File: src/rtl/hec_pkg.sv
package hec_pkg;
  localparam int HDR_W   = 40;
  localparam int DATA_W  = 32;
  localparam int HEC_W   = 8;
  localparam logic [HEC_W-1:0] GEN_POLY = 8'h07;

  typedef enum logic {MODE_CORR = 1'b0, MODE_DET = 1'b1} hec_mode_e;

  // CRC-8 over the four leading octets, MSB first, zero start value
  function automatic logic [HEC_W-1:0] crc8_of(logic [DATA_W-1:0] d);
    logic [HEC_W-1:0] c;
    logic fb;
    c = '0;
    for (int b = DATA_W - 1; b >= 0; b--) begin
      fb = c[HEC_W-1] ^ d[b];
      c  = {c[HEC_W-2:0], 1'b0} ^ (fb ? GEN_POLY : '0);
    end
    return c;
  endfunction

  // Mismatch pattern caused by inverting header bit p
  function automatic logic [HEC_W-1:0] syn_of_pos(int p);
    logic [DATA_W-1:0] e;
    if (p < HEC_W) return HEC_W'(1) << p;
    e = DATA_W'(1) << (p - HEC_W);
    return crc8_of(e);
  endfunction
endpackage

File: src/rtl/hec_syndrome.sv
module hec_syndrome
  import hec_pkg::*;
(
  input  logic [HDR_W-1:0] hdr,
  input  logic [HEC_W-1:0] coset,
  output logic             mismatch,
  output logic             single_hit,
  output logic [HDR_W-1:0] flip_mask
);
  logic [HEC_W-1:0] syn;

  assign syn      = crc8_of(hdr[HDR_W-1:HEC_W]) ^ coset ^ hdr[HEC_W-1:0];
  assign mismatch = |syn;

  for (genvar i = 0; i < HDR_W; i++) begin : g_pos
    localparam logic [HEC_W-1:0] SYN_I = syn_of_pos(i);
    assign flip_mask[i] = (syn == SYN_I);
  end

  assign single_hit = |flip_mask;
endmodule

File: src/rtl/hec_mode_fsm.sv
module hec_mode_fsm
  import hec_pkg::*;
(
  input  logic clk,
  input  logic rst_n,
  input  logic step,
  input  logic sync_ok,
  input  logic detect_en,
  input  logic correct_en,
  input  logic stay_correct,
  input  logic drop_errored,
  input  logic mismatch,
  input  logic single_hit,
  output logic err_evt,
  output logic cor_evt,
  output logic drop_cell
);
  hec_mode_e mode_q, mode_d;

  always_comb begin
    err_evt   = 1'b0;
    cor_evt   = 1'b0;
    drop_cell = 1'b0;
    mode_d    = mode_q;
    if (detect_en) begin
      if (mismatch) begin
        err_evt = 1'b1;
        if (mode_q == MODE_CORR && correct_en && single_hit) cor_evt = 1'b1;
        else drop_cell = drop_errored;
        mode_d = stay_correct ? MODE_CORR : MODE_DET;
      end else begin
        mode_d = MODE_CORR;
      end
    end
  end

  always_ff @(posedge clk or negedge rst_n) begin
    if (!rst_n)       mode_q <= MODE_CORR;
    else if (!sync_ok) mode_q <= MODE_CORR;
    else if (step)    mode_q <= mode_d;
  end
endmodule

File: src/rtl/hec_sat_counter.sv
module hec_sat_counter #(
  parameter int W = 16
) (
  input  logic         clk,
  input  logic         rst_n,
  input  logic         inc,
  input  logic         freeze,
  input  logic [W-1:0] thr,
  output logic [W-1:0] count,
  output logic         irq
);
  localparam logic [W-1:0] TOP = '1;

  always_ff @(posedge clk or negedge rst_n) begin
    if (!rst_n) count <= '0;
    else if (inc && !freeze && count != TOP) count <= count + W'(1);
  end

  assign irq = count > thr;
endmodule

File: src/rtl/atm_hec_check.sv
module atm_hec_check
  import hec_pkg::*;
#(
  parameter int CNT_W = 16
) (
  input  logic             clk,
  input  logic             rst_n,
  input  logic             in_valid,
  output logic             in_ready,
  input  logic [HDR_W-1:0] in_hdr,
  output logic             out_valid,
  input  logic             out_ready,
  output logic [HDR_W-1:0] out_hdr,
  output logic             out_drop,
  input  logic             cell_sync,
  input  logic             cfg_detect_en,
  input  logic             cfg_correct_en,
  input  logic             cfg_stay_correct,
  input  logic             cfg_drop_errored,
  input  logic [HEC_W-1:0] cfg_coset,
  input  logic             loopback,
  input  logic [CNT_W-1:0] thr_hec,
  input  logic [CNT_W-1:0] thr_cor,
  output logic             hec_err_pulse,
  output logic             hec_cor_pulse,
  output logic [CNT_W-1:0] cnt_hec,
  output logic [CNT_W-1:0] cnt_cor,
  output logic             irq_hec,
  output logic             irq_cor
);
  logic             take;
  logic             mismatch, single_hit;
  logic [HDR_W-1:0] flip_mask;
  logic             err_evt, cor_evt, drop_cell;

  assign in_ready = !out_valid || out_ready;
  assign take     = in_valid && in_ready;

  hec_syndrome u_syn (
    .hdr        (in_hdr),
    .coset      (cfg_coset),
    .mismatch   (mismatch),
    .single_hit (single_hit),
    .flip_mask  (flip_mask)
  );

  hec_mode_fsm u_fsm (
    .clk          (clk),
    .rst_n        (rst_n),
    .step         (take),
    .sync_ok      (cell_sync),
    .detect_en    (cfg_detect_en),
    .correct_en   (cfg_correct_en),
    .stay_correct (cfg_stay_correct),
    .drop_errored (cfg_drop_errored),
    .mismatch     (mismatch),
    .single_hit   (single_hit),
    .err_evt      (err_evt),
    .cor_evt      (cor_evt),
    .drop_cell    (drop_cell)
  );

  always_ff @(posedge clk or negedge rst_n) begin
    if (!rst_n) begin
      out_valid     <= 1'b0;
      out_hdr       <= '0;
      out_drop      <= 1'b0;
      hec_err_pulse <= 1'b0;
      hec_cor_pulse <= 1'b0;
    end else begin
      hec_err_pulse <= take && err_evt;
      hec_cor_pulse <= take && cor_evt;
      if (take) begin
        out_valid <= 1'b1;
        out_hdr   <= in_hdr ^ (cor_evt ? flip_mask : '0);
        out_drop  <= drop_cell;
      end else if (out_ready) begin
        out_valid <= 1'b0;
      end
    end
  end

  hec_sat_counter #(.W(CNT_W)) u_cnt_err (
    .clk    (clk),
    .rst_n  (rst_n),
    .inc    (take && err_evt),
    .freeze (loopback),
    .thr    (thr_hec),
    .count  (cnt_hec),
    .irq    (irq_hec)
  );

  hec_sat_counter #(.W(CNT_W)) u_cnt_cor (
    .clk    (clk),
    .rst_n  (rst_n),
    .inc    (take && cor_evt),
    .freeze (loopback),
    .thr    (thr_cor),
    .count  (cnt_cor),
    .irq    (irq_cor)
  );
endmodule

File: config.mk
export PLATFORM = sky130hd
export DESIGN_NAME = atm_hec_check
export DESIGN_NICKNAME = d
export VERILOG_FILES = /design/src/rtl/hec_pkg.sv /design/src/rtl/hec_syndrome.sv /design/src/rtl/hec_mode_fsm.sv /design/src/rtl/hec_sat_counter.sv /design/src/rtl/atm_hec_check.sv
export SDC_FILE = /design/constraint.sdc
export NUM_CORES = 1
export LEC_CHECK = 0
export BUFFER_PORTS_ARGS = -buffer_cell sky130_fd_sc_hd__buf_2
export CAP_MARGIN = 15
export CORE_MARGIN = 1.5
export CORE_UTILIZATION = 50
export DETAILED_ROUTE_END_ITERATION = 6
export GPL_ROUTABILITY_DRIVEN = 0
export PLACE_DENSITY = 0.74
export SYNTH_ARGS = -nofsm -noshare
export SYNTH_HDL_FRONTEND = slang
export SYNTH_HIERARCHICAL = 1
export SYNTH_SLANG_ARGS = --single-unit
File: constraint.sdc
create_clock -name clk -period 3 [get_ports clk]
set_input_delay 0.6 -clock clk [delete_from_list [all_inputs] [get_ports clk]]
set_output_delay 0.6 -clock clk [all_outputs]
set_load 0.03 [all_outputs]
After elaboration in Yosys (flattened, before gate mapping)
Cells that the tools add are included.
{"block": "word_totals", "ff_bits": 77, "input_bits": 90}
{"block": "op_classes", "mux": 48, "n_reduce_logical": 16, "bitwise": 66, "n_eq_ne": 44, "n_addsub": 2, "n_lt_le_gt_ge": 2}
{"operator": "XOR 8 bit", "count": 33}
{"operator": "equality test 8 bit, second input constant", "count": 14}
{"operator": "2-to-1 mux 3 bit", "count": 32}
{"operator": "equality test 8 x 7 -> 1 bit, second input constant", "count": 10}
{"operator": "equality test 8 x 6 -> 1 bit, second input constant", "count": 5}
{"operator": "2-to-1 mux 40 bit", "count": 1}
{"operator": "OR reduction 40 bit", "count": 1}
{"operator": "XOR 40 bit", "count": 1}
{"operator": "adder 16 x 1 -> 16 bit, second input constant", "count": 2}
{"operator": "equality test 8 x 5 -> 1 bit, second input constant", "count": 4}
{"operator": "> comparator 16 bit", "count": 2}
{"operator": "!= test 16 bit, second input constant", "count": 2}
{"operator": "XOR 1 bit", "count": 30}
{"operator": "equality test 8 x 4 -> 1 bit, second input constant", "count": 3}
{"operator": "equality test 8 x 3 -> 1 bit, second input constant", "count": 2}
{"operator": "2-to-1 mux 1 bit", "count": 15}
{"operator": "logical AND 1 bit", "count": 9}
{"operator": "equality test 8 x 1 -> 1 bit, second input constant", "count": 1}
{"operator": "equality test 8 x 2 -> 1 bit, second input constant", "count": 1}
{"operator": "OR reduction 8 bit", "count": 1}
{"operator": "!= test 2 x 1 -> 1 bit, second input constant", "count": 2}
{"operator": "zero test 1 bit", "count": 2}
{"operator": "AND reduction 2 bit", "count": 1}
{"operator": "nonzero test 2 bit", "count": 1}
{"operator": "other kinds (3)", "count": 3}

Depth between registers and ports, before layout
{"block": "logic_depth", "depth_word": 104, "depth_mapped": 22}

Hierarchy
The synthesis kept the hierarchy.
{"mod": "hec_sat_counter", "instances": 2, "area_each_um2": 1221.2, "cells_each": 129}
{"mod": "atm_hec_check", "instances": 1, "area_each_um2": 2185.8, "cells_each": 230}
{"mod": "hec_syndrome", "instances": 1, "area_each_um2": 1919.3, "cells_each": 220}
{"mod": "hec_mode_fsm", "instances": 1, "area_each_um2": 78.8, "cells_each": 8}

Least setup slack after synthesis
No wires, ideal clock.
{"block": "synth_path", "kind": "input to register", "start": "input port in_hdr[39]", "end": "register u_cnt_cor.count[15]", "slack_ns": -2.594, "required_ns": 2.875, "stages": 21, "arrival_time_ns": 5.469, "setup_ns": 0.125, "cell_sequence": "xnor3_2 xor2_2 xnor3_1 xnor3_1 and2_1 or2_2 or2_2 or3_1 o21a_1 o32ai_1 or4_1 nand3b_1 nor2b_1 clkbuf_1 buf_2 and3_1 nand2b_4 or3_1 buf_2 nor3_1 mux2_2"}
{"block": "synth_via", "elab_chain_len": 53}
{"item": "start: declaration", "line": "atm_hec_check.sv:10", "source": "input logic [HDR_W-1:0] in_hdr,"}
{"item": "2-to-1 mux 3 bit (*)", "line": "hec_pkg.sv:16", "source": "c = {c[HEC_W-2:0], 1'b0} ^ (fb ? GEN_POLY : '0);"}
{"item": "XOR 8 bit (*) (5 in series)", "line": "hec_pkg.sv:16"}
{"item": "XOR 1 bit / XOR 8 bit (equally long branches)", "line": "hec_pkg.sv:15, hec_pkg.sv:16"}
{"item": "2-to-1 mux 3 bit / XOR 1 bit (equally long branches)", "line": "hec_pkg.sv:16, hec_pkg.sv:15"}
{"item": "XOR 8 bit (*) (6 in series)", "line": "hec_pkg.sv:16"}
{"item": "XOR 1 bit / XOR 8 bit (equally long branches)", "line": "hec_pkg.sv:15, hec_pkg.sv:16"}
{"item": "2-to-1 mux 3 bit / XOR 1 bit (equally long branches)", "line": "hec_pkg.sv:16, hec_pkg.sv:15"}
{"item": "XOR 8 bit (*) (6 in series)", "line": "hec_pkg.sv:16"}
{"item": "(+24 left out)"}
{"item": "via single_hit", "line": "atm_hec_check.sv:32", "source": "logic mismatch, single_hit;"}
{"item": "logical AND 1 bit (*)", "line": "hec_mode_fsm.sv:28", "source": "if (mode_q == MODE_CORR && correct_en && single_hit) cor_evt = 1'b1;"}
{"item": "2-to-1 mux 1 bit (*)", "line": "hec_mode_fsm.sv:28"}
{"item": "2-to-1 mux 1 bit (*)", "line": "hec_mode_fsm.sv:26", "source": "if (mismatch) begin"}
{"item": "2-to-1 mux 1 bit (*)", "line": "hec_mode_fsm.sv:25", "source": "if (detect_en) begin"}
{"item": "via cor_evt", "line": "atm_hec_check.sv:34", "source": "logic err_evt, cor_evt, drop_cell;"}
{"item": "logical AND 1 bit (*)", "line": "atm_hec_check.sv:96", "source": ".inc (take && cor_evt),"}
{"item": "logical AND 1 bit (*) (2 in series)", "line": "hec_sat_counter.sv:16", "source": "else if (inc && !freeze && count != TOP) count <= count + W'(1);"}
{"item": "end signal: assignment", "line": "hec_sat_counter.sv:16"}
{"item": "end: declaration", "line": "hec_sat_counter.sv:9", "source": "output logic [W-1:0] count,"}
Mark *: on every way through the listed nets, which the timed path passes. The rest lies on a longest branch.
A chain may end at the register's enable or synchronous reset.

Final worst setup path
{"block": "layout_path", "start": "input port in_hdr[39]", "end": "register out_hdr[28]"}
{"block": "layout_via", "elab_chain_len": 52}
{"item": "2-to-1 mux 3 bit (*)", "line": "hec_pkg.sv:16"}
{"item": "XOR 8 bit (*) (5 in series)", "line": "hec_pkg.sv:16"}
{"item": "XOR 1 bit / XOR 8 bit (equally long branches)", "line": "hec_pkg.sv:15, hec_pkg.sv:16"}
{"item": "2-to-1 mux 3 bit / XOR 1 bit (equally long branches)", "line": "hec_pkg.sv:16, hec_pkg.sv:15"}
{"item": "XOR 8 bit (*) (6 in series)", "line": "hec_pkg.sv:16"}
{"item": "XOR 1 bit / XOR 8 bit (equally long branches)", "line": "hec_pkg.sv:15, hec_pkg.sv:16"}
{"item": "2-to-1 mux 3 bit / XOR 1 bit (equally long branches)", "line": "hec_pkg.sv:16, hec_pkg.sv:15"}
{"item": "XOR 8 bit (*) (6 in series)", "line": "hec_pkg.sv:16"}
{"item": "(+24 left out)"}
{"item": "via single_hit", "line": "atm_hec_check.sv:32"}
{"item": "logical AND 1 bit (*)", "line": "hec_mode_fsm.sv:28"}
{"item": "2-to-1 mux 1 bit (*)", "line": "hec_mode_fsm.sv:28"}
{"item": "2-to-1 mux 1 bit (*)", "line": "hec_mode_fsm.sv:26"}
{"item": "2-to-1 mux 1 bit (*)", "line": "hec_mode_fsm.sv:25"}
{"item": "via cor_evt", "line": "atm_hec_check.sv:34"}
{"item": "2-to-1 mux 40 bit (*)", "line": "atm_hec_check.sv:75", "source": "out_hdr <= in_hdr ^ (cor_evt ? flip_mask : '0);"}
{"item": "XOR 40 bit (*)", "line": "atm_hec_check.sv:75"}
{"item": "end signal: assignment", "line": "atm_hec_check.sv:75"}
{"item": "end: declaration", "line": "atm_hec_check.sv:13", "source": "output logic [HDR_W-1:0] out_hdr,"}
Marked as above.

==> summary.md <==
| Metric | Value |
|---|---|
| Run status | finished, violations left |
| Failing checks | setup timing |
| Max-cap violations | 0 |
| Period minus WS final | 5050 ps |
| Hold crit path type | in2async |
| Initial cell density of the core | 51.9% |
| Final setup TNS | -134,230 ps |
| Synth top area cells | dfrtp_1 29%, xor2_1 9.4%, a21oi_1 7.3% |
| Die Height | 118 um |
| Share of layout cells above drive strength 1 | 46.9% |
| Net count after synthesis | 840 |
| CP arrival | 5240 ps |
| Switching share of power | 47.1% |
| Area leader, netlist | dfrtp_1 |
| Initial antenna violation count | 0 |
| Syn Inst Count | 716 |
| Post-synthesis compound-gate area fraction | 11.8% |
| Tcrit/Tclk final | 168% |
| P&R area growth vs syn | 51.6% |
| Place WS | -2310 ps |
| Clock skew | 6.42 ps |
| N_diodes | 0 |
| Remaining DRCs | 0 |
| Power per cell area | 1250 nW/um2 |
| Ports | 169 |
| Register area share after synthesis | 29.1% |
| NumNets Final | 1,164 |
| Number of clock sinks | 77 |
| TritonCTS clock tree | done |
| Die W | 118 um |
| Vias | 7,003 |
| Min Hold Slack | 410 ps |
| Post-synthesis mux area share | 3.27% |
| Worst Setup End Kind | flop |
| H-tree Lvls | 3 |
| Clock Tree Buf Depth | 2 |
| Cell count after placement | 1,169 |
| Post-synth EDFFs | 0 |
| Grt ovf | 0 |
| Vias in the first global route | 6,569 |
| Reg2Reg Depth | 6 |
| Worst r2r src | out_valid |
| Wire length per cell | 19.2 um |
| Synth warn | 6 |
| Post-DRT Antenna Nets | 0 |
| Fin. max-slew vios | 0 |
| Synth Cell Area | 6630 um2 |
| Filler instances | 784 |
| Final setup viols | 76 |
| Critical path launch point type | input port |
| Simple-Gate Fraction of Synth Area | 18.8% |
| Pint | 6650 uW |
| Slew @ Worst Pin | 993 ps |
| Max VDD drop | 1.59 mV |
| FF+latch count, synth | 77 |
| Top FF cell, synth | dfrtp_1 |
| Global-route wire length before repair | 32.7 mm |
| DRT Wirelength | 23.4 mm |
| Final non-filler cell total | 1,217 |
| Row count | 41 |
| Largest net degree at the start of global routing | 78 |
| Initial drt markers | 671 |
| Reg-to-Reg End | u_cnt_err/count[15] |
| Final Hold Fails | 0 |
| Logic pwr share | 80.4% |
| Power share of the sequential group | 10.8% |
| Psw | 5920 uW |
| Asr flop ratio synth | 100% |
| Clock Latency Late Sink | 340 ps |
| R2r setup slk | 1020 ps |
| Worst path required time | 3180 ps |
| CTS Hold Bufs | 0 |
| Synth cell types | 59 |
| Synth Area in XOR/XNOR | 26.3% |
| HPWL Detailed | 15.0 mm |
| RSZ-0062 raised after global routing | yes |
| Total track usage | 29.3% |
| DIE AREA | 14,000 um2 |
| Final worst slack | -2050 ps |
| Yosys top cell area share | 29.1% |
| P_leak | 0.00480 uW |
| Slew headroom | 33.8% |
| Avg Synthesized Cell Area | 9.25 um2 |
| Largest family of logic cells by synthesized area | XOR/XNOR gates |
| Overall power | 12,600 uW |
| CTS Buf Count | 9 |
| Setup CP Type | in2reg |
| Drt pass-1 iters | 6 |
| Adder-cell share of the synthesized area | 6.42% |
| Clock power frac | 8.8% |
| Root Driver | clkbuf_16 |
| PortBufs | 168 |
| Worst Path Max Fanout | 40 |
| Fmax | 198 MHz |
| Core area | 12,800 um2 |
| Vias per std cell | 5.75 |
| CTS clk-pin slew, worst paths | 60 ps |
==> placed cells by master (no fill, tap or decap), drive strengths merged, types with 3 or more instances in the layout <==
master,n
o22ai,3
a22oi,6
and2,7
o21ai,9
xnor2,55
nor4,11
nand2,69
inv,36
buf,336
or3,3
a21oi,96
o21a,3
ha,34
nand3,26
nor3b,5
clkbuf,13
nor3,22
mux2,12
xor3,4
mux2i,7
nor2b,4
xor2,72
dfrtp,77
or2,8
nand4,15
and3,5
a21boi,3
nand2b,7
nor2,51
o32ai,4
xnor3,20
==> kinds of logic after synthesis <==
logic type               after synthesis
AND/OR/NAND/NOR                      238
XOR/XNOR                             151
multiplexers                          19
flip-flops                            77
AO/OA/AOI/OAI                        137
adder cells (fa/ha/maj)               34
buffers and inverters                 60
==> sequential cells by signal, summed over array words and instances, names as in the netlist <==
register and cells:
out_valid 1, hec_cor_pulse 1, out_drop 1, u_fsm/mode_q 1
u_cnt_err/count 16, hec_err_pulse 1, u_cnt_cor/count 16, out_hdr 40
==> timing repair <==
item	in CTS	in global routing
resized for setup	48	97
pin swaps	25	34
setup buffers	12	23
endpoints found under the setup margin	76	77
==> worst max-delay path by stage <==
| stage | start | endpoint | slack [ps] | cells after the start |
|---|---|---|---|---|
| global route | in_hdr[39] | u_cnt_cor/count[15] | -2180 | 21 |
| floorplan | in_hdr[22] | u_cnt_cor/count[15] | -2100 | 21 |
| detailed placement | in_hdr[38] | u_cnt_cor/count[15] | -2310 | 18 |
| global placement | in_hdr[37] | u_cnt_cor/count[9] | -2260 | 20 |
| finish | in_hdr[39] | out_hdr[28] | -2050 | 20 |
| CTS | in_hdr[32] | out_hdr[26] | -1810 | 20 |
==> critical path, stage by stage <==
cell	delay (ps)
buf_8	90
xnor3_2	480
buf_6	150
xnor3_2	270
xnor3_4	440
xnor3_1	470
buf_4	190
xor2_4	180
buf_4	200
nand3_2	120
o32ai_4	100
nor4_4	310
nand4_1	140
or4_4	560
nand3b_1	130
nor2b_2	60
clkbuf_8	250
nand2_1	150
xor2_1	220
a21oi_1	120
==> final cells by class <==
| cell class | count | area, um2 | share of cell area [%] |
|---|---|---|---|
| well taps | 172 | 215 | 2.14 |
| repair buffers | 337 | 2240 | 22.3 |
| inverters | 36 | 135 | 1.35 |
| clock inverters | 4 | 47.5 | 0.473 |
| flip-flops and latches | 77 | 1930 | 19.2 |
| multi-input cells | 579 | 5230 | 52.1 |
| clock buffers | 12 | 246 | 2.45 |
==> Yosys cell counts, types with 3 or more instances <==
master / instances
mux2i_1: 7
inv_1: 36
a21oi_1: 96
o21a_1: 3
ha_1: 34
a22oi_1: 6
dfrtp_1: 77
nor2_1: 49
or3_1: 3
nor3_1: 22
buf_6: 6
xnor2_2: 6
nor4_1: 7
nand3_1: 26
and3_1: 5
nand2b_1: 4
clkbuf_1: 10
nand4_1: 13
xnor3_2: 3
buf_2: 8
xor2_1: 71
nand2_1: 69
or2_2: 6
o22ai_1: 3
xnor2_1: 48
mux2_4: 3
nor3b_1: 5
xnor3_1: 15
o32ai_1: 4
o21ai_0: 9
and2_1: 5
nor2b_1: 4
mux2_2: 7
nand2b_4: 3
a21boi_0: 3
==> metrics by stage <==
| step | util, % | area, um2 |
|---|---|---|
| final | 78.6 | 10000 |
| after CTS | 73.4 | 9380 |
| after global routing | 78.6 | 10000 |
| after detailed placement | 68.2 | 8710 |
| after floorplan | - | 6790 |
| after global placement | 68.2 | 8710 |
==> power groups by stage <==
stage	registers [uW]	clock network (uW)	logic, uW
finish	1350	1110	10100
global route	1380	1150	10400
CTS	1350	1110	7730
detailed placement	1370	0	6830
global placement	1360	0	6760
floorplan	1640	0	3890
==> layer usage <==
metal / wire, um / global-route usage, % / vias up
li1: - / - / 3152
met1: 9030 / 36.7 / 3364
met2: 11700 / 51.0 / 381
met3: 1510 / 3.83 / 106
met4: 1210 / 11.8 / 0
met5: 0 / 0 / -
Power figures use the tool's default switching activity.
